[src/rtl/panel_retimer_pkg.sv]
package panel_retimer_pkg;
  // Vertical position of the current line relative to the active area.
  typedef struct packed {
    logic act;   // inside the active lines
    logic past;  // after the last active line
  } vzone_t;
endpackage

[src/rtl/panel_retimer_hcnt.sv]
module panel_retimer_hcnt #(
  parameter int CW      = 11,
  parameter int H_TOTAL = 1200,
  parameter int H_ACT   = 1024
) (
  input  logic          clk,
  input  logic          rst_n,
  input  logic          fix_h,
  input  logic          vs_rise,
  input  logic          de_rise,
  input  logic          de_in,
  input  logic [CW-1:0] hbp,
  output logic [CW-1:0] pix_d,
  output logic          line_start,
  output logic          h_act
);
  localparam logic [CW-1:0] H_LAST = CW'(H_TOTAL - 1);
  localparam logic [CW-1:0] C_MAX  = {CW{1'b1}};
  localparam logic [CW:0]   H_SPAN = (CW+1)'(H_ACT);

  logic [CW-1:0] pix_q;
  logic [CW:0]   pix_e;
  logic [CW:0]   hbp_e;

  always_comb begin
    if (fix_h) line_start = !vs_rise && (pix_q >= H_LAST);
    else       line_start = de_rise;

    if (fix_h && vs_rise)  pix_d = '0;
    else if (line_start)   pix_d = '0;
    else if (pix_q != C_MAX) pix_d = pix_q + CW'(1);
    else                   pix_d = pix_q;

    pix_e = {1'b0, pix_d};
    hbp_e = {1'b0, hbp};
    if (fix_h) h_act = (pix_e >= hbp_e) && (pix_e < hbp_e + H_SPAN);
    else       h_act = de_in;
  end

  always_ff @(posedge clk or negedge rst_n) begin
    if (!rst_n) pix_q <= '0;
    else        pix_q <= pix_d;
  end

  // in fixed mode the counter wraps to zero after the last pixel of a line
  p_fixed_wrap_r3: assert property (@(posedge clk) disable iff (!rst_n)
    (fix_h && !vs_rise && pix_q == H_LAST) |=> (pix_q == '0));

  // in enable-derived mode a data-enable rising edge restarts the count
  p_de_origin_r4: assert property (@(posedge clk) disable iff (!rst_n)
    (!fix_h && de_rise) |=> (pix_q == '0));
endmodule

[src/rtl/panel_retimer_vcnt.sv]
module panel_retimer_vcnt
  import panel_retimer_pkg::*;
#(
  parameter int CW    = 11,
  parameter int V_ACT = 768
) (
  input  logic          clk,
  input  logic          rst_n,
  input  logic          fix_v,
  input  logic          vs_rise,
  input  logic          line_start,
  input  logic          de_in,
  input  logic [CW-1:0] vbp,
  output logic [CW-1:0] line_d,
  output vzone_t        zone
);
  localparam logic [CW-1:0] C_MAX  = {CW{1'b1}};
  localparam logic [CW:0]   V_SPAN = (CW+1)'(V_ACT);

  logic [CW-1:0] line_q, orig_q, orig_d, base, idx;
  logic          seen_q, seen_d, first_de, v_in, line_en;

  always_comb begin
    line_en = vs_rise || line_start;
    if (vs_rise)                          line_d = '0;
    else if (line_start && line_q != C_MAX) line_d = line_q + CW'(1);
    else                                  line_d = line_q;

    first_de = !vs_rise && de_in && !seen_q;
    seen_d   = vs_rise ? 1'b0 : (seen_q || de_in);
    orig_d   = first_de ? line_d : orig_q;

    base = fix_v ? vbp : orig_d;
    v_in = fix_v ? (line_d >= vbp) : seen_d;
    idx  = line_d - base;
    zone.act  = v_in && ({1'b0, idx} <  V_SPAN);
    zone.past = v_in && ({1'b0, idx} >= V_SPAN);
  end

  always_ff @(posedge clk or negedge rst_n) begin
    if (!rst_n) begin
      line_q <= '0;
      orig_q <= '0;
      seen_q <= 1'b0;
    end else begin
      if (line_en)  line_q <= line_d;
      if (first_de) orig_q <= orig_d;
      seen_q <= seen_d;
    end
  end

  // a frame sync edge clears the line count
  p_line_clear_r5: assert property (@(posedge clk) disable iff (!rst_n)
    vs_rise |=> (line_q == '0));

  // each line start advances the line count by one
  p_line_step_r5: assert property (@(posedge clk) disable iff (!rst_n)
    (!vs_rise && line_start && line_q != C_MAX) |=> (line_q == $past(line_q) + CW'(1)));
endmodule

[src/rtl/panel_retimer_out.sv]
module panel_retimer_out
  import panel_retimer_pkg::*;
#(
  parameter int CW    = 11,
  parameter int RGB_W = 24
) (
  input  logic             clk,
  input  logic             rst_n,
  input  logic             h_act,
  input  vzone_t           zone,
  input  logic             white_en,
  input  logic [RGB_W-1:0] rgb_in,
  input  logic [CW-1:0]    pix_d,
  input  logic [CW-1:0]    line_d,
  output logic [RGB_W-1:0] rgb_out,
  output logic             de_out,
  output logic [CW-1:0]    pix_cnt,
  output logic [CW-1:0]    line_cnt
);
  logic             white_sel;
  logic [RGB_W-1:0] rgb_d;
  logic             de_d;

  always_comb begin
    white_sel = white_en && zone.past;
    rgb_d     = white_sel ? {RGB_W{1'b1}} : rgb_in;
    de_d      = h_act && zone.act;
  end

  always_ff @(posedge clk or negedge rst_n) begin
    if (!rst_n) begin
      rgb_out  <= '0;
      de_out   <= 1'b0;
      pix_cnt  <= '0;
      line_cnt <= '0;
    end else begin
      rgb_out  <= rgb_d;
      de_out   <= de_d;
      pix_cnt  <= pix_d;
      line_cnt <= line_d;
    end
  end

  // without white fill the colour passes unchanged, one clock late
  p_rgb_pass_r12: assert property (@(posedge clk) disable iff (!rst_n)
    !white_en |=> (rgb_out == $past(rgb_in)));

  // white-filled lines never carry an output enable
  p_white_no_de_r11: assert property (@(posedge clk) disable iff (!rst_n)
    (white_en && zone.past) |=> !de_out);
endmodule

[src/rtl/panel_retimer.sv]
module panel_retimer
  import panel_retimer_pkg::*;
#(
  parameter int CW      = 11,
  parameter int RGB_W   = 24,
  parameter int H_TOTAL = 1200,
  parameter int H_ACT   = 1024,
  parameter int V_ACT   = 768
) (
  input  logic             clk,
  input  logic             rst_n,
  input  logic             vsync_in,
  input  logic             de_in,
  input  logic [RGB_W-1:0] rgb_in,
  input  logic             cfg_fix_h,
  input  logic             cfg_fix_v,
  input  logic             cfg_white_en,
  input  logic [CW-1:0]    cfg_hbp,
  input  logic [CW-1:0]    cfg_vbp,
  output logic [RGB_W-1:0] rgb_out,
  output logic             de_out,
  output logic [CW-1:0]    pix_cnt,
  output logic [CW-1:0]    line_cnt
);
  logic          vs_q, de_q, vs_rise, de_rise;
  logic [CW-1:0] pix_d, line_d;
  logic          line_start, h_act;
  vzone_t        zone;

  always_comb begin
    vs_rise = vsync_in && !vs_q;
    de_rise = de_in && !de_q;
  end

  always_ff @(posedge clk or negedge rst_n) begin
    if (!rst_n) begin
      vs_q <= 1'b0;
      de_q <= 1'b0;
    end else begin
      vs_q <= vsync_in;
      de_q <= de_in;
    end
  end

  panel_retimer_hcnt #(.CW(CW), .H_TOTAL(H_TOTAL), .H_ACT(H_ACT)) u_hcnt (
    .clk(clk), .rst_n(rst_n), .fix_h(cfg_fix_h), .vs_rise(vs_rise),
    .de_rise(de_rise), .de_in(de_in), .hbp(cfg_hbp),
    .pix_d(pix_d), .line_start(line_start), .h_act(h_act)
  );

  panel_retimer_vcnt #(.CW(CW), .V_ACT(V_ACT)) u_vcnt (
    .clk(clk), .rst_n(rst_n), .fix_v(cfg_fix_v), .vs_rise(vs_rise),
    .line_start(line_start), .de_in(de_in), .vbp(cfg_vbp),
    .line_d(line_d), .zone(zone)
  );

  panel_retimer_out #(.CW(CW), .RGB_W(RGB_W)) u_out (
    .clk(clk), .rst_n(rst_n), .h_act(h_act), .zone(zone),
    .white_en(cfg_white_en), .rgb_in(rgb_in), .pix_d(pix_d), .line_d(line_d),
    .rgb_out(rgb_out), .de_out(de_out), .pix_cnt(pix_cnt), .line_cnt(line_cnt)
  );

  // the frame sync edge cycle without enable has no active line yet
  p_vs_blanks_de_r8: assert property (@(posedge clk) disable iff (!rst_n)
    (!cfg_fix_v && vs_rise && !de_in) |=> !de_out);

  // in enable-derived horizontal mode a low enable gives a low output enable
  p_de_follows_in_r9: assert property (@(posedge clk) disable iff (!rst_n)
    (!cfg_fix_h && !de_in) |=> !de_out);
endmodule

[config.mk]
export PLATFORM = sky130hd
export DESIGN_NAME = panel_retimer
export DESIGN_NICKNAME = d
export VERILOG_FILES = /design/src/rtl/panel_retimer_pkg.sv /design/src/rtl/panel_retimer_hcnt.sv /design/src/rtl/panel_retimer_vcnt.sv /design/src/rtl/panel_retimer_out.sv /design/src/rtl/panel_retimer.sv
export SDC_FILE = /design/constraint.sdc
export NUM_CORES = 1
export LEC_CHECK = 0
export BUFFER_PORTS_ARGS = -buffer_cell sky130_fd_sc_hd__buf_2
export CORE_UTILIZATION = 50
export CTS_CLUSTER_SIZE = 30
export DETAILED_ROUTE_END_ITERATION = 6
export GPL_TIMING_DRIVEN = 0
export PLACE_DENSITY = 0.75
export SLEW_MARGIN = 20
export SYNTH_ARGS = -nofsm -noshare
export SYNTH_HDL_FRONTEND = slang
export SYNTH_SLANG_ARGS = --single-unit
export TNS_END_PERCENT = 100
[constraint.sdc]
create_clock -name clk -period 5.4 [get_ports clk]
set_input_delay 0.81 -clock clk [delete_from_list [all_inputs] [get_ports clk]]
set_output_delay 0.81 -clock clk [all_outputs]
set_load 0.03 [all_outputs]
; Word-level counts from Yosys, hierarchy flattened
; Index checks and enable logic that the tools add are counted.
[op_classes]
n_addsub = 4
n_mul = 0
n_div = 0
n_lt_le_gt_ge = 6
eq_ne = 2
n_shift = 0
mux = 12
bitwise = 0
reduce_logical = 18
[op_table]
columns = cell, n
row1 = $mux W11, 7
row2 = $mux W24, 1
row3 = $add A11 B1 Y11 const B, 2
row4 = $ge A11 B11 Y1, 2
row5 = $ne A11 B11 Y1 const B, 2
row6 = $add A11 B11 Y12 const B, 1
row7 = $logic_and A1 B1 Y1, 12
row8 = $lt A11 B12 Y1, 1
row9 = $ge A11 B10 Y1 const B, 1
row10 = $ge A11 B11 Y1 const B, 1
row11 = $lt A11 B10 Y1 const B, 1
row12 = $sub A11 B11 Y11, 1
row13 = $logic_not A1 Y1, 4
row14 = $mux W1, 4
row15 = $logic_or A1 B1 Y1, 2
[totals]
ff_bits = 72
latch_bits = 0
ramBits = 0
mem_bits_ro = 0
input_bits = 53
out_inout_bits = 47
word_cells = 51
mem_count = 0

; Longest topological paths before layout
; Gate-level depths: netlist of run 1.
[depth]
word_depth = 15
depth_mapped = 18
depth_no_buf = 16

; Modules after synthesis
; Synthesis of run 1 repeated with hierarchy kept, for this count alone.
[hier_totals]
hier_cells = 409
area_unflattened_um2 = 4403.0
[modules_own_cells]
columns = mod, instances, cells_per_inst, area_each_um2, seq_area_each_um2
row1 = panel_retimer_vcnt, 1, 209, 1861.8, 575.6
row2 = panel_retimer_out, 1, 76, 1412.6, 1176.1
row3 = panel_retimer_hcnt, 1, 120, 1051.0, 275.3
row4 = panel_retimer, 1, 4, 77.6, 50.0

; Worst setup path before layout of run 1
; No wires, ideal clock.
[synth_timing]
kind = reg2reg
startpoint = reg u_hcnt.pix_q[0]
endpoint = reg u_out.rgb_out[10]
setup_ps = 134
arrival_time_ps = 4010
required_time_ps = 5266
path_slack_ps = 1256
stages_incl_launch_ff = 18
n_path_buf = 2
period_less_slack_ps = 4144
path_cell_list = dfrtp_1 ha_1 nand4_1 o41ai_1 o21ai_1 buf_4 a2111oi_2 xnor2_1 o21ai_1 mux2i_1 ha_1 or3_1 o211ai_1 and3_1 nor3_1 o2111ai_1 clkbuf_1 nand3b_1
[synth_via]
elab_chain_len = 13
elab_cells_between_ends = 15
cone_classes = 1 x add/sub / 3 x order compare / 7 x mux / 4 x reduce/logical
[synth_lines]
columns = item, line_no
row1 = "start, declared", panel_retimer_hcnt.sv:21  ; logic [CW-1:0] pix_q;
row2 = "start signal, assigned", panel_retimer_hcnt.sv:42  ; else pix_q <= pix_d;
row3 = $ge A11 B11 Y1 (*), panel_retimer_hcnt.sv:26  ; if (fix_h) line_start = !vs_rise && (pix_q >= H_LAST);
row4 = $logic_and A1 B1 Y1 (*), panel_retimer_hcnt.sv:26
row5 = $mux W1 (*), panel_retimer_hcnt.sv:26
row6 = $logic_and A1 B1 Y1 (*), panel_retimer_vcnt.sv:26  ; else if (line_start && line_q != C_MAX) line_d = line_q + CW'(1);
row7 = $mux W11 (*), panel_retimer_vcnt.sv:26
row8 = $mux W11 (*), panel_retimer_vcnt.sv:25  ; if (vs_rise) line_d = '0;
row9 = $mux W11, panel_retimer_vcnt.sv:31  ; orig_d = first_de ? line_d : orig_q;
row10 = $mux W11, panel_retimer_vcnt.sv:33  ; base = fix_v ? vbp : orig_d;
row11 = $sub A11 B11 Y11, panel_retimer_vcnt.sv:35  ; idx = line_d - base;
row12 = $ge A11 B10 Y1, panel_retimer_vcnt.sv:37  ; zone.past = v_in && ({1'b0, idx} >= V_SPAN);
row13 = $logic_and A1 B1 Y1 (*), panel_retimer_vcnt.sv:37
row14 = $logic_and A1 B1 Y1 (*), panel_retimer_out.sv:25  ; white_sel = white_en && zone.past;
row15 = $mux W24 (*), panel_retimer_out.sv:26  ; rgb_d = white_sel ? {RGB_W{1'b1}} : rgb_in;
row16 = via u_out.rgb_d[10], panel_retimer_out.sv:21  ; logic [RGB_W-1:0] rgb_d;
row17 = "end signal, assigned", panel_retimer_out.sv:37  ; rgb_out <= rgb_d;
row18 = "end, declared", panel_retimer_out.sv:15  ; output logic [RGB_W-1:0] rgb_out,
; Mark *: on every way through the listed nets, which the timed path passes. The rest lies on a longest branch.
; A chain may end at the register's enable or synchronous reset.

; Worst setup path after layout of run 1
[layout_timing]
startpoint = reg u_hcnt.pix_q[0]
endpoint = reg u_out.rgb_out[18]
; Same word-level chain as after synthesis.

==> results of run 1 <==
==> metal layers <==
layer / track usage / routed length, um / vias up
met5: 0 / 0 / -
met4: 0.0677 / 111 / 0
met3: 0.0556 / 533 / 11
met2: 0.379 / 4510 / 86
met1: 0.299 / 3930 / 1589
li1: - / - / 1619
==> layout by cell type (no fill, tap or decap), types with 11 or more instances in the layout <==
master	count
sky130_fd_sc_hd__buf_2	97
sky130_fd_sc_hd__ha_1	36
sky130_fd_sc_hd__inv_1	32
sky130_fd_sc_hd__o21ai_1	11
sky130_fd_sc_hd__mux2i_1	11
sky130_fd_sc_hd__nand2_1	26
sky130_fd_sc_hd__nand3_1	12
sky130_fd_sc_hd__nand3b_1	24
sky130_fd_sc_hd__a21oi_1	16
sky130_fd_sc_hd__nor2_1	35
sky130_fd_sc_hd__dfrtp_1	72
==> power by group <==
group	switching [mW]	internal (mW)	leakage, nW
combinational	0.181	0.103	1.53
sequential	0.0271	0.577	0.923
clock	0.202	0.257	0.109
total	0.409	0.937	2.56
==> worst reg2reg max path, stage by stage (launching register included) <==
cell                        delay [ns]
sky130_fd_sc_hd__dfrtp_1          0.44
sky130_fd_sc_hd__ha_1             0.24
sky130_fd_sc_hd__nand4_1          0.10
sky130_fd_sc_hd__o41ai_1          0.46
sky130_fd_sc_hd__o21ai_1          0.15
sky130_fd_sc_hd__buf_4            0.21
sky130_fd_sc_hd__a2111oi_2        0.43
sky130_fd_sc_hd__xnor2_1          0.19
sky130_fd_sc_hd__o21ai_1          0.22
sky130_fd_sc_hd__mux2i_1          0.11
sky130_fd_sc_hd__ha_1             0.22
sky130_fd_sc_hd__or3_1            0.37
sky130_fd_sc_hd__o211ai_1         0.16
sky130_fd_sc_hd__and3_1           0.23
sky130_fd_sc_hd__nor3_1           0.10
sky130_fd_sc_hd__o2111ai_1        0.45
sky130_fd_sc_hd__clkbuf_1         0.40
sky130_fd_sc_hd__nand3b_1         0.14
==> state kept, by name, indices dropped and copies added, names as in the netlist <==
| register | count |
|---|---|
| u_vcnt.line_q | 11 |
| de_q | 1 |
| u_hcnt.pix_q | 11 |
| u_out.de_out | 1 |
| u_vcnt.orig_q | 11 |
| u_out.line_cnt | 11 |
| vs_q | 1 |
| u_vcnt.seen_q | 1 |
| u_out.rgb_out | 24 |
==> kinds of logic after synthesis <==
family,count (synthesis),synth area share
multiplexers,14,0.0364
buffers and inverters,48,0.0472
XOR/XNOR,18,0.0389
AO/OA/AOI/OAI,72,0.133
AND/OR/NAND/NOR,137,0.189
flip-flops,72,0.444
adder cells (fa/ha/maj),36,0.111
==> path summary, 6_finish.rpt <==
| path | start | endpoint | cells past startpoint |
|---|---|---|---|
| setup / recovery | u_hcnt.pix_q[0] | u_out.rgb_out[18] | 17 |
| hold / removal | rst_n | u_hcnt.pix_q[5] | 1 |
| setup reg to reg | u_hcnt.pix_q[0] | u_out.rgb_out[18] | 17 |
| hold reg to reg | u_vcnt.orig_q[9] | u_vcnt.orig_q[9] | 2 |
| max in group asynchronous | rst_n | u_out.rgb_out[8] | 2 |
| min in group clk | u_vcnt.orig_q[9] | u_vcnt.orig_q[9] | 2 |
==> layout make-up <==
type / instances / share of cell area
multi-input cells: 277 / 0.420
clock inverters: 6 / 0.0171
flip-flops and latches: 72 / 0.367
well taps: 102 / 0.0260
inverters: 34 / 0.0260
repair buffers: 99 / 0.106
plain buffers: 14 / 0.0130
clock buffers: 9 / 0.0252
==> per-stage QoR <==
step / std cells / power [mW] / hold WS, ns
after CTS: 613 / 1.36 / 0.313
after global placement: 597 / 0.884 / 0.462
final: 613 / 1.35 / 0.319
after floorplan: 397 / 0.797 / 0.445
after global routing: 613 / 1.42 / 0.317
after detailed placement: 598 / 0.898 / 0.477
==> impl_table.tex, run 1 <==
\begin{tabular}{lr}
\hline
Metric & Value \\
\hline
\multicolumn{2}{l}{\textbf{Power}} \\
\quad Leakage power of the design & around 2.6 nW \\
\quad Pwr dens & approximately 270 mW/mm2 \\
\quad Peak supply drop & 0.000164 V \\
\multicolumn{2}{l}{\textbf{Logic synthesis}} \\
\quad Prevailing post-synth register cell & sky130\_fd\_sc\_hd\_\_dfrtp\_1 \\
\quad Post-Synthesis Net Count & 486 \\
\quad Most frequently used cell type in the post-synthesis netlist & sky130\_fd\_sc\_hd\_\_dfrtp\_1 \\
\quad Number of synthesized register bits & between 70 and 80 \\
\quad Top cell type's share of synthesized area & 0.444 \\
\quad Number of enable-type register cells in the synthesized netlist & 0 \\
\quad Synthesized area & 0.00406 mm2 \\
\quad Cell type with the largest total area after synthesis & sky130\_fd\_sc\_hd\_\_dfrtp\_1 \\
\quad Portion of the post-synthesis area used by sequential elements & 0.444 \\
\quad Synthesized area per cell & 10.2 um2 \\
\quad Synth Warn \# & 0 \\
\quad Library cells used by synthesis & 58 \\
\quad List of most frequent post-synthesis cells & sky130\_fd\_sc\_hd\_\_dfrtp\_1, sky130\_fd\_sc\_hd\_\_ha\_1, sky130\_fd\_sc\_hd\_\_nor2\_1 \\
\quad Top area cells in the synthesized netlist & sky130\_fd\_sc\_hd\_\_dfrtp\_1, sky130\_fd\_sc\_hd\_\_ha\_1, sky130\_fd\_sc\_hd\_\_nand3b\_1, sky130\_fd\_sc\_hd\_\_nor2\_1, sky130\_fd\_sc\_hd\_\_inv\_1 \\
\quad Mapped Cells & 397 \\
\quad Share of async-settable or async-resettable flops after synthesis & 1.00 \\
\multicolumn{2}{l}{\textbf{Floorplan}} \\
\quad Number of I/O pins & 100 \\
\quad FP Rows & 32 \\
\quad Die W & slightly above 90 um \\
\quad Die outline area & 0.00847 mm2 \\
\quad Die H & 92.1 um \\
\quad Core box area & 0.00777 mm2 \\
\quad Effective utilization at floorplan & 0.522 \\
\multicolumn{2}{l}{\textbf{Clocking}} \\
\quad Buffers from clock root to sink, at most & 2 \\
\quad \# H-tree levels & 3 \\
\quad Clock tree from TritonCTS & yes \\
\quad Number of buffers added for setup after CTS & 0 \\
\quad Clock latency on the worst-skew pair & 0.34 ns \\
\quad Resized cells post-CTS & 0 \\
\quad Number of buffers added to fix hold violations after cts & 0 \\
\quad Root buffer cell & sky130\_fd\_sc\_hd\_\_clkbuf\_8 \\
\quad \# clock sinks & 72 \\
\quad Number of buffers created by CTS & 9 \\
\quad Clock input transition at the sequential cells of the worst setup and hold paths & 0.07 ns \\
\multicolumn{2}{l}{\textbf{Setup path}} \\
\quad Sort of element at the end of the critical path & flop \\
\quad Max stage delay on crit path & roughly 0.46 ns \\
\quad Category of cells accounting for the largest share of critical-path delay & compound AO/OA/AOI/OAI gates \\
\quad Max Fanout on Critical Path & 10 \\
\quad Combined buffer and inverter count along the critical path & 2 \\
\quad Required @ worst endpoint & $\sim$5.6 ns \\
\quad Worst Path Class, Setup & flop to flop \\
\quad Critical Path Start Type & flop \\
\quad Data arrival at the endpoint of the critical path & about 5 ns \\
\quad Crit-path slowest cell & sky130\_fd\_sc\_hd\_\_o41ai\_1 \\
\quad Cells along the critical path & ha\_1 -> nand4\_1 -> o41ai\_1 -> o21ai\_1 -> buf\_4 -> a2111oi\_2 -> xnor2\_1 -> o21ai\_1 -> mux2i\_1 -> ha\_1 -> or3\_1 -> o211ai\_1 -> and3\_1 -> nor3\_1 -> o2111ai\_1 -> clkbuf\_1 -> nand3b\_1 \\
\quad Setup slack of the worst register-to-register path & 0.62 ns \\
\multicolumn{2}{l}{\textbf{Timing}} \\
\quad Headroom to the max-slew limit & 0.564 \\
\quad RSZ-0062 raised after global routing & false \\
\quad Setup slack of the critical path after layout & 0.624 ns \\
\quad Maximum frequency from static timing analysis & 0.209 GHz \\
\quad Sum of negative setup slack & 0 ns \\
\quad Final Cycle Share & 0.884 \\
\quad Final-report max-slew violation count & 0 \\
\quad Setup violators final & 0 \\
\quad Post-layout minimum cycle time & 4.78 ns \\
\quad Final Hold Violating Endpoints & 0 \\
\quad Slew at the pin closest to its max-slew limit & about 0.65 ns \\
\quad Clock Skew & 0.00758 ns \\
\multicolumn{2}{l}{\textbf{Placed design}} \\
\quad Worst Setup Slack post-DPL & 0.631 ns \\
\quad Port Buffer Count & just under 100 \\
\quad GPL Wtd Cong & 0.839 \\
\quad Placed Instance Area & 0.00470 mm2 \\
\quad Detail Placement HPWL & 6.85 mm \\
\multicolumn{2}{l}{\textbf{Hold path}} \\
\quad Min-delay worst type & input pin to asynchronous set/reset pin \\
\multicolumn{2}{l}{\textbf{Route}} \\
\quad Routed len/inst & 14.8 um \\
\quad Number of nets with antenna violations after detailed routing & 0 \\
\quad Iteration count of the initial detailed-routing pass & 5 \\
\quad Detailed-route wire length & 9.09 mm \\
\quad Via count & 3305 \\
\quad Post-detailed-route via-to-cell ratio & approximately 5.4 \\
\quad Count of unresolved DRC violations after routing & 0 \\
\quad DRC marker count from the first detailed-route iteration & 210 \\
\multicolumn{2}{l}{\textbf{Global routing}} \\
\quad Total global routing overflow & 0 \\
\quad Global-route total usage across every layer & 0.230 \\
\quad Via count of the first global-routing pass & $\sim$3.2k \\
\quad Largest net degree at the start of global routing & 60 \\
\quad Global-route wire length before repair & 15.2 mm \\
\quad Antenna violations before repair & 0 \\
\multicolumn{2}{l}{\textbf{Layout}} \\
\quad Final-layout fill cell count & 662 \\
\quad Nets & approximately 600 \\
\quad Register Area & $\sim$0.0018 mm2 \\
\quad Final Util & 0.632 \\
\quad Fraction of layout cells with a size suffix above 1 & 0.264 \\
\quad Multi-input gate area & between 0.002 and 0.0025 mm2 \\
\quad Synth-to-Final Area Change & 21.1\% \\
\quad Diode count & 0 \\
\quad Finished layout cell area & 0.00491 mm2 \\
\multicolumn{2}{l}{\textbf{Status}} \\
\quad Run status & finished clean \\
\multicolumn{2}{l}{\textbf{Job}} \\
\quad Number of maximum-capacitance violations & 0 \\
\hline
\end{tabular}
Note: power is estimated with default switching activity, not from simulation.
==> run 2, diff against run 1 <==
--- a/config.mk
+++ b/config.mk
@@ -5,12 +5,13 @@
 export SDC_FILE = /design/constraint.sdc
 export NUM_CORES = 1
 export LEC_CHECK = 0
+export ABC_AREA = 1
 export BUFFER_PORTS_ARGS = -buffer_cell sky130_fd_sc_hd__buf_2
 export CORE_UTILIZATION = 50
 export CTS_CLUSTER_SIZE = 30
 export DETAILED_ROUTE_END_ITERATION = 6
 export GPL_TIMING_DRIVEN = 0
-export PLACE_DENSITY = 0.75
+export PLACE_DENSITY = 0.74
 export SLEW_MARGIN = 20
 export SYNTH_ARGS = -nofsm -noshare
 export SYNTH_HDL_FRONTEND = slang
==> run 2 against run 1 <==
Cell count grew 15%. Combinational power grew 14%. Sequential power is essentially flat. Utilization grew 0.056 points. Hold slack gained 0.065 ns. Register-to-register slack gained 0.75 ns. Wire length shrank 1.8%. Sequential cell count is the same. Clock skew grew 0.0018 ns. Largest cell class unchanged. Highest routed layer unchanged.
==> impl_table.tex, run 2 <==
\begin{tabular}{lr}
\hline
Metric & Value \\
\hline
\multicolumn{2}{l}{\textbf{Setup path}} \\
\quad Crit-path slowest cell & sky130\_fd\_sc\_hd\_\_dfrtp\_1 (was sky130\_fd\_sc\_hd\_\_o41ai\_1) \\
\quad FF-to-FF path depth & 22 (was 17) \\
\quad Category of cells accounting for the largest share of critical-path delay & simple AND/OR/NAND/NOR gates (was compound AO/OA/AOI/OAI gates) \\
\quad Cells along the critical path & ha\_1 -> inv\_1 -> nor4\_4 -> nand2\_1 -> nand2\_2 -> inv\_2 -> a211oi\_2 -> nand2\_1 -> nand2\_1 -> o21ai\_1 -> ha\_1 -> nand2\_1 -> nor2\_1 -> a211oi\_1 -> nand2\_1 -> a21o\_1 -> or2\_2 -> nand3\_1 -> nand3\_2 -> nand2\_4 -> buf\_8 -> nand2\_2 (was ha\_1 -> nand4\_1 -> o41ai\_1 -> o21ai\_1 -> buf\_4 -> a2111oi\_2 -> xnor2\_1 -> o21ai\_1 -> mux2i\_1 -> ha\_1 -> or3\_1 -> o211ai\_1 -> and3\_1 -> nor3\_1 -> o2111ai\_1 -> clkbuf\_1 -> nand3b\_1) \\
\quad Critical Path Start Type & flop (unchanged) \\
\quad Crit path depth & 22 (was 17) \\
\quad Data arrival at the endpoint of the critical path & 4.27 ns (was 4.98 ns) \\
\quad Required @ worst endpoint & 5.65 ns (was 5.61 ns) \\
\quad Worst Path Class, Setup & flop to flop (unchanged) \\
\quad Combined buffer and inverter count along the critical path & 3 (was 2) \\
\quad Sort of element at the end of the critical path & flop (unchanged) \\
\quad Dominant cell type by count on the critical path & sky130\_fd\_sc\_hd\_\_nand2\_1 \\
\quad Max Fanout on Critical Path & 10 (unchanged) \\
\quad Max stage delay on crit path & 0.45 ns (was 0.46 ns) \\
\multicolumn{2}{l}{\textbf{Power}} \\
\quad Fraction of power spent switching nets & 0.329 (was 0.304) \\
\quad Proportion of power drawn by the clock network & 0.321 (was 0.341) \\
\quad Leakage power of the design & 2.83 nW (was 2.56 nW) \\
\quad Pwr dens & 276 mW/mm2 (was 274 mW/mm2) \\
\quad Internal power & 0.918 mW (was 0.937 mW) \\
\quad Peak supply drop & 0.000164 V (about the same) \\
\quad Fraction of power consumed by sequential logic & 0.442 (was 0.449) \\
\quad Net load switching power & 0.450 mW (was 0.409 mW) \\
\quad Comb power frac & 0.237 (was 0.211) \\
\quad Total power consumption of the routed design & 1.37 mW (was 1.35 mW) \\
\multicolumn{2}{l}{\textbf{Global routing}} \\
\quad Largest net degree at the start of global routing & 41 (was 60) \\
\quad Total global routing overflow & 0 (unchanged) \\
\quad Antenna violations before repair & 0 (unchanged) \\
\quad Global-route total usage across every layer & 0.224 (was 0.230) \\
\quad Global-route wire length before repair & 14.9 mm (was 15.2 mm) \\
\quad Via count of the first global-routing pass & 3356 (was 3191) \\
\multicolumn{2}{l}{\textbf{Layout}} \\
\quad Synth-to-Final Area Change & 20.7\% (was 21.1\%) \\
\quad Final Util & 0.633 (was 0.632) \\
\quad Top library cells by usage in the layout, fill and taps aside & sky130\_fd\_sc\_hd\_\_buf\_2, sky130\_fd\_sc\_hd\_\_nand2\_1, sky130\_fd\_sc\_hd\_\_inv\_1 (was sky130\_fd\_sc\_hd\_\_buf\_2, sky130\_fd\_sc\_hd\_\_dfrtp\_1, sky130\_fd\_sc\_hd\_\_ha\_1) \\
\quad Max FFs per register & 24 (unchanged) \\
\quad Final-layout fill cell count & 718 (was 662) \\
\quad Nets & 689 (was 596) \\
\quad Most flops, register & u\_out.rgb\_out (unchanged) \\
\quad Diode count & 0 (unchanged) \\
\quad Count of non-filler cells in the finished layout & 707 (was 613) \\
\quad Most frequent standard cell in the layout excluding fill and tap cells & sky130\_fd\_sc\_hd\_\_buf\_2 (unchanged) \\
\quad Fraction of layout cells with a size suffix above 1 & 0.255 (was 0.264) \\
\multicolumn{2}{l}{\textbf{Placed design}} \\
\quad Total placed cells including tap cells & 691 (was 598) \\
\quad Port Buffer Count & 99 (was 98) \\
\quad Detail Placement HPWL & 7.03 mm (was 6.85 mm) \\
\quad GPL Wtd Cong & 0.918 (was 0.839) \\
\multicolumn{2}{l}{\textbf{Logic synthesis}} \\
\quad Share of async-settable or async-resettable flops after synthesis & 1.00 (unchanged) \\
\quad Synthesized area & 0.00412 mm2 (was 0.00406 mm2) \\
\quad Cell type with the largest total area after synthesis & sky130\_fd\_sc\_hd\_\_dfrtp\_1 (unchanged) \\
\quad Library cells used by synthesis & 47 (was 58) \\
\quad Most frequently used cell type in the post-synthesis netlist & sky130\_fd\_sc\_hd\_\_nand2\_1 (was sky130\_fd\_sc\_hd\_\_dfrtp\_1) \\
\quad Mapped Cells & 489 (was 397) \\
\quad Number of synthesized register bits & 72 (unchanged) \\
\quad Prevailing post-synth register cell & sky130\_fd\_sc\_hd\_\_dfrtp\_1 (unchanged) \\
\quad Synthesized area per cell & 8.42 um2 (was 10.2 um2) \\
\quad List of most frequent post-synthesis cells & sky130\_fd\_sc\_hd\_\_nand2\_1, sky130\_fd\_sc\_hd\_\_inv\_1, sky130\_fd\_sc\_hd\_\_dfrtp\_1 (was sky130\_fd\_sc\_hd\_\_dfrtp\_1, sky130\_fd\_sc\_hd\_\_ha\_1, sky130\_fd\_sc\_hd\_\_nor2\_1) \\
\quad Synth Warn \# & 0 (unchanged) \\
\quad Top cell type's share of synthesized area & 0.438 (was 0.444) \\
\quad Top area cells in the synthesized netlist & sky130\_fd\_sc\_hd\_\_dfrtp\_1, sky130\_fd\_sc\_hd\_\_ha\_1, sky130\_fd\_sc\_hd\_\_nand2\_1, sky130\_fd\_sc\_hd\_\_inv\_1, sky130\_fd\_sc\_hd\_\_a21oi\_1 (was sky130\_fd\_sc\_hd\_\_dfrtp\_1, sky130\_fd\_sc\_hd\_\_ha\_1, sky130\_fd\_sc\_hd\_\_nand3b\_1, sky130\_fd\_sc\_hd\_\_nor2\_1, sky130\_fd\_sc\_hd\_\_inv\_1) \\
\quad Post-Synthesis Net Count & 578 (was 486) \\
\quad Number of enable-type register cells in the synthesized netlist & 0 (unchanged) \\
\quad Portion of the post-synthesis area used by sequential elements & 0.438 (was 0.444) \\
\multicolumn{2}{l}{\textbf{Route}} \\
\quad Routed len/inst & 12.6 um (was 14.8 um) \\
\quad Detailed-route wire length & 8.92 mm (was 9.09 mm) \\
\quad Via count & 3487 (was 3305) \\
\quad Count of unresolved DRC violations after routing & 0 (unchanged) \\
\quad Number of nets with antenna violations after detailed routing & 0 (unchanged) \\
\quad DRC marker count from the first detailed-route iteration & 177 (was 210) \\
\quad Post-detailed-route via-to-cell ratio & 4.93 (was 5.39) \\
\quad Iteration count of the initial detailed-routing pass & 4 (was 5) \\
\multicolumn{2}{l}{\textbf{Floorplan}} \\
\quad Number of I/O pins & 100 (unchanged) \\
\quad Die H & 92.7 um (was 92.1 um) \\
\quad Effective utilization at floorplan & 0.524 (was 0.522) \\
\quad Die W & 92.7 um (was 92.1 um) \\
\quad FP Rows & 32 (unchanged) \\
\quad Core box area & 0.00785 mm2 (was 0.00777 mm2) \\
\quad Die outline area & 0.00860 mm2 (was 0.00847 mm2) \\
\multicolumn{2}{l}{\textbf{Clocking}} \\
\quad Clock tree from TritonCTS & yes (unchanged) \\
\quad Number of buffers added to fix hold violations after cts & 0 (unchanged) \\
\quad Number of buffers created by CTS & 9 (unchanged) \\
\quad Root buffer cell & sky130\_fd\_sc\_hd\_\_clkbuf\_8 (unchanged) \\
\quad Number of buffers added for setup after CTS & 0 (unchanged) \\
\quad Buffers from clock root to sink, at most & 2 (unchanged) \\
\quad Clock latency on the worst-skew pair & 0.35 ns (was 0.34 ns) \\
\quad \# H-tree levels & 3 (unchanged) \\
\quad \# clock sinks & 72 (unchanged) \\
\quad Resized cells post-CTS & 0 (unchanged) \\
\quad Clock input transition at the sequential cells of the worst setup and hold paths & 0.08 ns (was 0.07 ns) \\
\multicolumn{2}{l}{\textbf{Timing}} \\
\quad Setup violators final & 0 (unchanged) \\
\quad Headroom to the max-slew limit & 0.698 (was 0.564) \\
\quad Clock Skew & 0.00939 ns (was 0.00758 ns) \\
\quad Final-report max-slew violation count & 0 (unchanged) \\
\quad Final Hold Violating Endpoints & 0 (unchanged) \\
\quad Post-layout minimum cycle time & 4.02 ns (was 4.78 ns) \\
\quad Slew at the pin closest to its max-slew limit & 0.450 ns (was 0.655 ns) \\
\quad Final Cycle Share & 0.745 (was 0.884) \\
\quad RSZ-0062 raised after global routing & false (unchanged) \\
\quad Sum of negative setup slack & 0 ns (unchanged) \\
\quad Maximum frequency from static timing analysis & 0.248 GHz (was 0.209 GHz) \\
\multicolumn{2}{l}{\textbf{Status}} \\
\quad Run status & finished clean (unchanged) \\
\multicolumn{2}{l}{\textbf{Hold path}} \\
\quad Min-delay worst type & input pin to asynchronous set/reset pin (unchanged) \\
\multicolumn{2}{l}{\textbf{Job}} \\
\quad Number of maximum-capacitance violations & 0 (unchanged) \\
\hline
\end{tabular}
## run 2: cell types whose count changed after synthesis, moves of 10 or more
| cell | previous run | this run |
|---|---|---|
| sky130_fd_sc_hd__a21oi_1 | 16 | 26 |
| sky130_fd_sc_hd__inv_1 | 32 | 91 |
| sky130_fd_sc_hd__mux2i_1 | 11 | 0 |
| sky130_fd_sc_hd__nand2_1 | 26 | 95 |
| sky130_fd_sc_hd__nand2_2 | 0 | 14 |
| sky130_fd_sc_hd__nand3b_1 | 24 | 2 |
| sky130_fd_sc_hd__o21ai_0 | 7 | 19 |
## run 2: layout make-up
cell class	count	area, um2	area share
sequential	72	1800	0.363
inverter	95	357	0.0718
clock inverter	6	67.6	0.0136
clock buffer	10	138	0.0277
buffer	6	43.8	0.00882
multi-input combinational	316	1910	0.385
tap	102	128	0.0257
timing repair buffer	100	518	0.104
## run 2: final timing paths
path                                   from                to  slack (ns)
min in group clk           u_vcnt.orig_q[4]  u_vcnt.orig_q[4]        0.48
max                        u_vcnt.line_q[0]  u_out.rgb_out[4]        1.38
max reg2reg                u_vcnt.line_q[0]  u_out.rgb_out[4]        1.38
min                                   rst_n  u_vcnt.orig_q[1]        0.38
max in group asynchronous             rst_n   u_hcnt.pix_q[4]        4.46
min reg2reg                u_vcnt.orig_q[4]  u_vcnt.orig_q[4]        0.48
## run 2: cell families after synthesis
| logic type | after synthesis | synth area share |
|---|---|---|
| adders and majority gates | 36 | 0.109 |
| DFF | 72 | 0.438 |
| AOI/OAI and AO/OA | 67 | 0.0939 |
| xor gates and xnor gates | 9 | 0.0192 |
| buffers and inverters | 101 | 0.0973 |
| and+or+nand+nor | 204 | 0.242 |
## run 2: per-stage QoR
stage                     setup slack [ns]  cell area (um2)  hold slack [ns]
after floorplan                       1.79             4120            0.440
after global placement                1.26             4740            0.454
after detailed placement              1.17             4760            0.468
after CTS                             1.41             4970            0.396
after global routing                 0.992             4970            0.418
final                                 1.38             4970            0.384
## run 2: worst register-to-register path: cells and delay by family, from the launching register on
| family | cells | cell delay [ns] |
|---|---|---|
| buffers and inverters | 3 | 0.37 |
| AND/OR/NAND/NOR | 13 | 1.74 |
| adder cells (fa/ha/maj) | 2 | 0.51 |
| AO/OA/AOI/OAI | 4 | 0.86 |
| flip-flops | 1 | 0.45 |
## run 2: layer usage
layer | GRT usage | routed length (um) | vias up | share of wire
li1 | - | - | 1776 | -
met1 | 0.279 | 3890 | 1607 | 0.44
met2 | 0.385 | 4490 | 88 | 0.50
met3 | 0.0328 | 358 | 16 | 0.040
met4 | 0.0987 | 178 | 0 | 0.020
met5 | 0 | 0 | - | 0
## run 2: power by group through the flow
stage	combinational (mW)	clock [mW]	sequential [mW]
2_1_floorplan	0.156	0	0.679
3_3_place_gp	0.314	0	0.613
3_5_place_dp	0.325	0	0.615
4_1_cts	0.327	0.451	0.604
5_1_grt	0.364	0.469	0.608
6_report	0.324	0.440	0.605
==> run 3, diff against run 2 <==
==> constraint.sdc (replaced) <==
create_clock -name clk -period 4.2 [get_ports clk]
set_input_delay 0.63 -clock clk [delete_from_list [all_inputs] [get_ports clk]]
set_output_delay 0.63 -clock clk [all_outputs]
set_load 0.03 [all_outputs]
==> run 3 against run 2 <==
Sequential share of layout area decreased by 0.57 points. Sequential cell count unchanged. Maximum frequency increased by 3.6%. Critical path type unchanged. Largest cell class unchanged. Count of clock-buffer cells in the layout unchanged. Clock skew decreased by 0.0020 ns. Sequential power increased by 29%. Design area increased by 1.7%. Die area unchanged. Via count increased by 0.11%. Largest power group unchanged. Non-clock buffer count increased by 5.
==> impl_table.tex, run 3 (synthesis gave the netlist of run 2 again) <==
\begin{tabular}{lr}
\hline
Metric & Value \\
\hline
\multicolumn{2}{l}{\textbf{Status}} \\
\quad Run status & finished clean (unchanged) \\
\multicolumn{2}{l}{\textbf{Power}} \\
\quad Leakage power of the design & 2.87 nW (was 2.83 nW) \\
\quad Peak supply drop & 0.000211 V (was 0.000164 V) \\
\quad Pwr dens & 351 mW/mm2 (was 276 mW/mm2) \\
\quad Total power consumption of the routed design & 1.77 mW (was 1.37 mW) \\
\multicolumn{2}{l}{\textbf{Floorplan}} \\
\quad Number of I/O pins & 100 (unchanged) \\
\quad Die H & 92.7 um (unchanged) \\
\quad Effective utilization at floorplan & 0.524 (unchanged) \\
\quad Die W & 92.7 um (unchanged) \\
\quad Die outline area & 0.00860 mm2 (unchanged) \\
\quad FP Rows & 32 (unchanged) \\
\quad Core box area & 0.00785 mm2 (unchanged) \\
\multicolumn{2}{l}{\textbf{Timing}} \\
\quad Final Cycle Share & 0.925 (was 0.745) \\
\quad Slew at the pin closest to its max-slew limit & 0.457 ns (was 0.450 ns) \\
\quad RSZ-0062 raised after global routing & false (unchanged) \\
\quad Final-report max-slew violation count & 0 (unchanged) \\
\quad Headroom to the max-slew limit & 0.695 (was 0.698) \\
\quad Post-layout minimum cycle time & 3.88 ns (was 4.02 ns) \\
\quad Sum of negative setup slack & 0 ns (unchanged) \\
\quad Worst hold slack & 0.207 ns (was 0.384 ns) \\
\quad Clock Skew & 0.00734 ns (was 0.00939 ns) \\
\quad Setup violators final & 0 (unchanged) \\
\quad Maximum frequency from static timing analysis & 0.257 GHz (was 0.248 GHz) \\
\quad Final Hold Violating Endpoints & 0 (unchanged) \\
\multicolumn{2}{l}{\textbf{Global routing}} \\
\quad Antenna violations before repair & 0 (unchanged) \\
\quad Total global routing overflow & 0 (unchanged) \\
\quad Via count of the first global-routing pass & 3356 (unchanged) \\
\quad Global-route total usage across every layer & 0.224 (unchanged) \\
\quad Global-route wire length before repair & 14.9 mm (unchanged) \\
\quad Largest net degree at the start of global routing & 41 (unchanged) \\
\multicolumn{2}{l}{\textbf{Placed design}} \\
\quad Port Buffer Count & 99 (unchanged) \\
\quad Placed Instance Area & 0.00476 mm2 (unchanged) \\
\quad GPL Wtd Cong & 0.918 (unchanged) \\
\quad Detail Placement HPWL & 7.03 mm (unchanged) \\
\multicolumn{2}{l}{\textbf{Clocking}} \\
\quad Clock tree from TritonCTS & yes (unchanged) \\
\quad \# H-tree levels & 3 (unchanged) \\
\quad \# clock sinks & 72 (unchanged) \\
\quad Clock input transition at the sequential cells of the worst setup and hold paths & 0.08 ns (about the same) \\
\quad Clock latency on the worst-skew pair & 0.35 ns (about the same) \\
\quad Root buffer cell & sky130\_fd\_sc\_hd\_\_clkbuf\_8 (unchanged) \\
\quad Buffers from clock root to sink, at most & 2 (unchanged) \\
\quad Number of buffers created by CTS & 9 (unchanged) \\
\multicolumn{2}{l}{\textbf{Layout}} \\
\quad Nets & 694 (was 689) \\
\quad Final-layout fill cell count & 702 (was 718) \\
\quad Fraction of layout cells with a size suffix above 1 & 0.267 (was 0.255) \\
\quad Max FFs per register & 24 (unchanged) \\
\quad Top library cells by usage in the layout, fill and taps aside & sky130\_fd\_sc\_hd\_\_buf\_2, sky130\_fd\_sc\_hd\_\_nand2\_1, sky130\_fd\_sc\_hd\_\_inv\_1 (unchanged) \\
\quad Diode count & 0 (unchanged) \\
\quad Synth-to-Final Area Change & 22.7\% (was 20.7\%) \\
\quad Finished layout cell area & 0.00505 mm2 (was 0.00497 mm2) \\
\quad Most frequent standard cell in the layout excluding fill and tap cells & sky130\_fd\_sc\_hd\_\_buf\_2 (unchanged) \\
\quad Most flops, register & u\_out.rgb\_out (unchanged) \\
\multicolumn{2}{l}{\textbf{Route}} \\
\quad Count of unresolved DRC violations after routing & 0 (unchanged) \\
\quad Post-detailed-route via-to-cell ratio & 4.90 (was 4.93) \\
\quad DRC marker count from the first detailed-route iteration & 211 (was 177) \\
\quad Iteration count of the initial detailed-routing pass & 4 (unchanged) \\
\quad Number of nets with antenna violations after detailed routing & 0 (unchanged) \\
\quad Detailed-route wire length & 9.08 mm (was 8.92 mm) \\
\quad Routed len/inst & 12.8 um (was 12.6 um) \\
\quad Via count & 3491 (was 3487) \\
\multicolumn{2}{l}{\textbf{Hold path}} \\
\quad Min-delay worst type & input pin to asynchronous set/reset pin (unchanged) \\
\multicolumn{2}{l}{\textbf{Setup path}} \\
\quad Required @ worst endpoint & 4.45 ns (was 5.65 ns) \\
\quad Worst Path Class, Setup & flop to flop (unchanged) \\
\quad Sort of element at the end of the critical path & flop (unchanged) \\
\quad Critical Path Start Type & flop (unchanged) \\
\quad Max Fanout on Critical Path & 10 (unchanged) \\
\quad Data arrival at the endpoint of the critical path & 4.13 ns (was 4.27 ns) \\
\multicolumn{2}{l}{\textbf{Job}} \\
\quad Number of maximum-capacitance violations & 0 (unchanged) \\
\hline
\end{tabular}
## run 3: cell count changes in the layout (fill, tap and decap cells not counted), sizes merged
cell | before | now
buf | 105 | 110
## run 3: per-stage QoR
stage / setup slack [ns] / util / std cells
6_report: 0.316 / 0.643 / 712
5_1_grt: 0.00553 / 0.643 / 712
4_1_cts: 0.206 / 0.633 / 707
3_5_place_dp: 0.151 / 0.607 / 691
3_3_place_gp: 0.240 / 0.604 / 690
2_1_floorplan: 0.601 / - / 489
## run 3: final cells by class
class | count | area, um2 | share of cell area
Multi-Input combinational cell | 316 | 1950 | 0.387
Sequential cell | 72 | 1800 | 0.357
Timing Repair Buffer | 105 | 556 | 0.110
Inverter | 95 | 359 | 0.0711
Clock buffer | 10 | 138 | 0.0273
Tap cell | 102 | 128 | 0.0253
Clock inverter | 6 | 67.6 | 0.0134
Buffer | 6 | 43.8 | 0.00867
## run 3: worst max-delay path, cell delays in order, from the launching register on
cell and delay (ns):
sky130_fd_sc_hd__dfrtp_2 0.42, sky130_fd_sc_hd__ha_1 0.18, sky130_fd_sc_hd__inv_1 0.11, sky130_fd_sc_hd__nor4_4 0.36, sky130_fd_sc_hd__nand2_1 0.14, sky130_fd_sc_hd__nand2_4 0.18, sky130_fd_sc_hd__inv_4 0.08, sky130_fd_sc_hd__nor2_1 0.23
sky130_fd_sc_hd__a211oi_4 0.10, sky130_fd_sc_hd__buf_4 0.16, sky130_fd_sc_hd__buf_4 0.12, sky130_fd_sc_hd__ha_1 0.31, sky130_fd_sc_hd__nand2_1 0.09, sky130_fd_sc_hd__nor2_1 0.06, sky130_fd_sc_hd__a211oi_2 0.14, sky130_fd_sc_hd__nand2_1 0.12
sky130_fd_sc_hd__a21o_1 0.19, sky130_fd_sc_hd__or2_2 0.27, sky130_fd_sc_hd__nand3_1 0.08, sky130_fd_sc_hd__nand3_2 0.11, sky130_fd_sc_hd__nand2_4 0.11, sky130_fd_sc_hd__buf_8 0.16, sky130_fd_sc_hd__nand2_2 0.05
## run 3: where the power goes
group / internal (mW) / switching (mW) / total [mW]
Sequential: 0.748 / 0.0309 / 0.779
Clock: 0.292 / 0.270 / 0.562
Combinational: 0.149 / 0.281 / 0.430
## run 3: path summary, 6_finish.rpt
path / start / to / slack, ns / depth (start not counted)
worst max-delay path: u_vcnt.line_q[0] / u_out.rgb_out[4] / 0.32 / 22
worst min-delay path: rst_n / u_vcnt.orig_q[1] / 0.21 / 1
worst max register to register: u_vcnt.line_q[0] / u_out.rgb_out[4] / 0.32 / 22
worst min register to register: u_vcnt.orig_q[4] / u_vcnt.orig_q[4] / 0.48 / 2
max in group asynchronous: rst_n / u_vcnt.line_q[0] / 3.42 / 2
min in group clk: vsync_in / vs_q / 0.40 / 1
## run 3: timing repair
action                     in CTS  in global routing
hold buffers                    0                  0
resized for setup               0                 10
setup endpoints to repair       0                 24
setup buffers                   0                  5
## run 3: per-layer routing
| layer | up-vias | GRT usage | part of all wire |
|---|---|---|---|
| li1 | 1793 | - | - |
| met1 | 1616 | 0.279 | 0.44 |
| met2 | 69 | 0.385 | 0.51 |
| met3 | 13 | 0.0328 | 0.030 |
| met4 | 0 | 0.0987 | 0.016 |
| met5 | - | 0 | 0 |
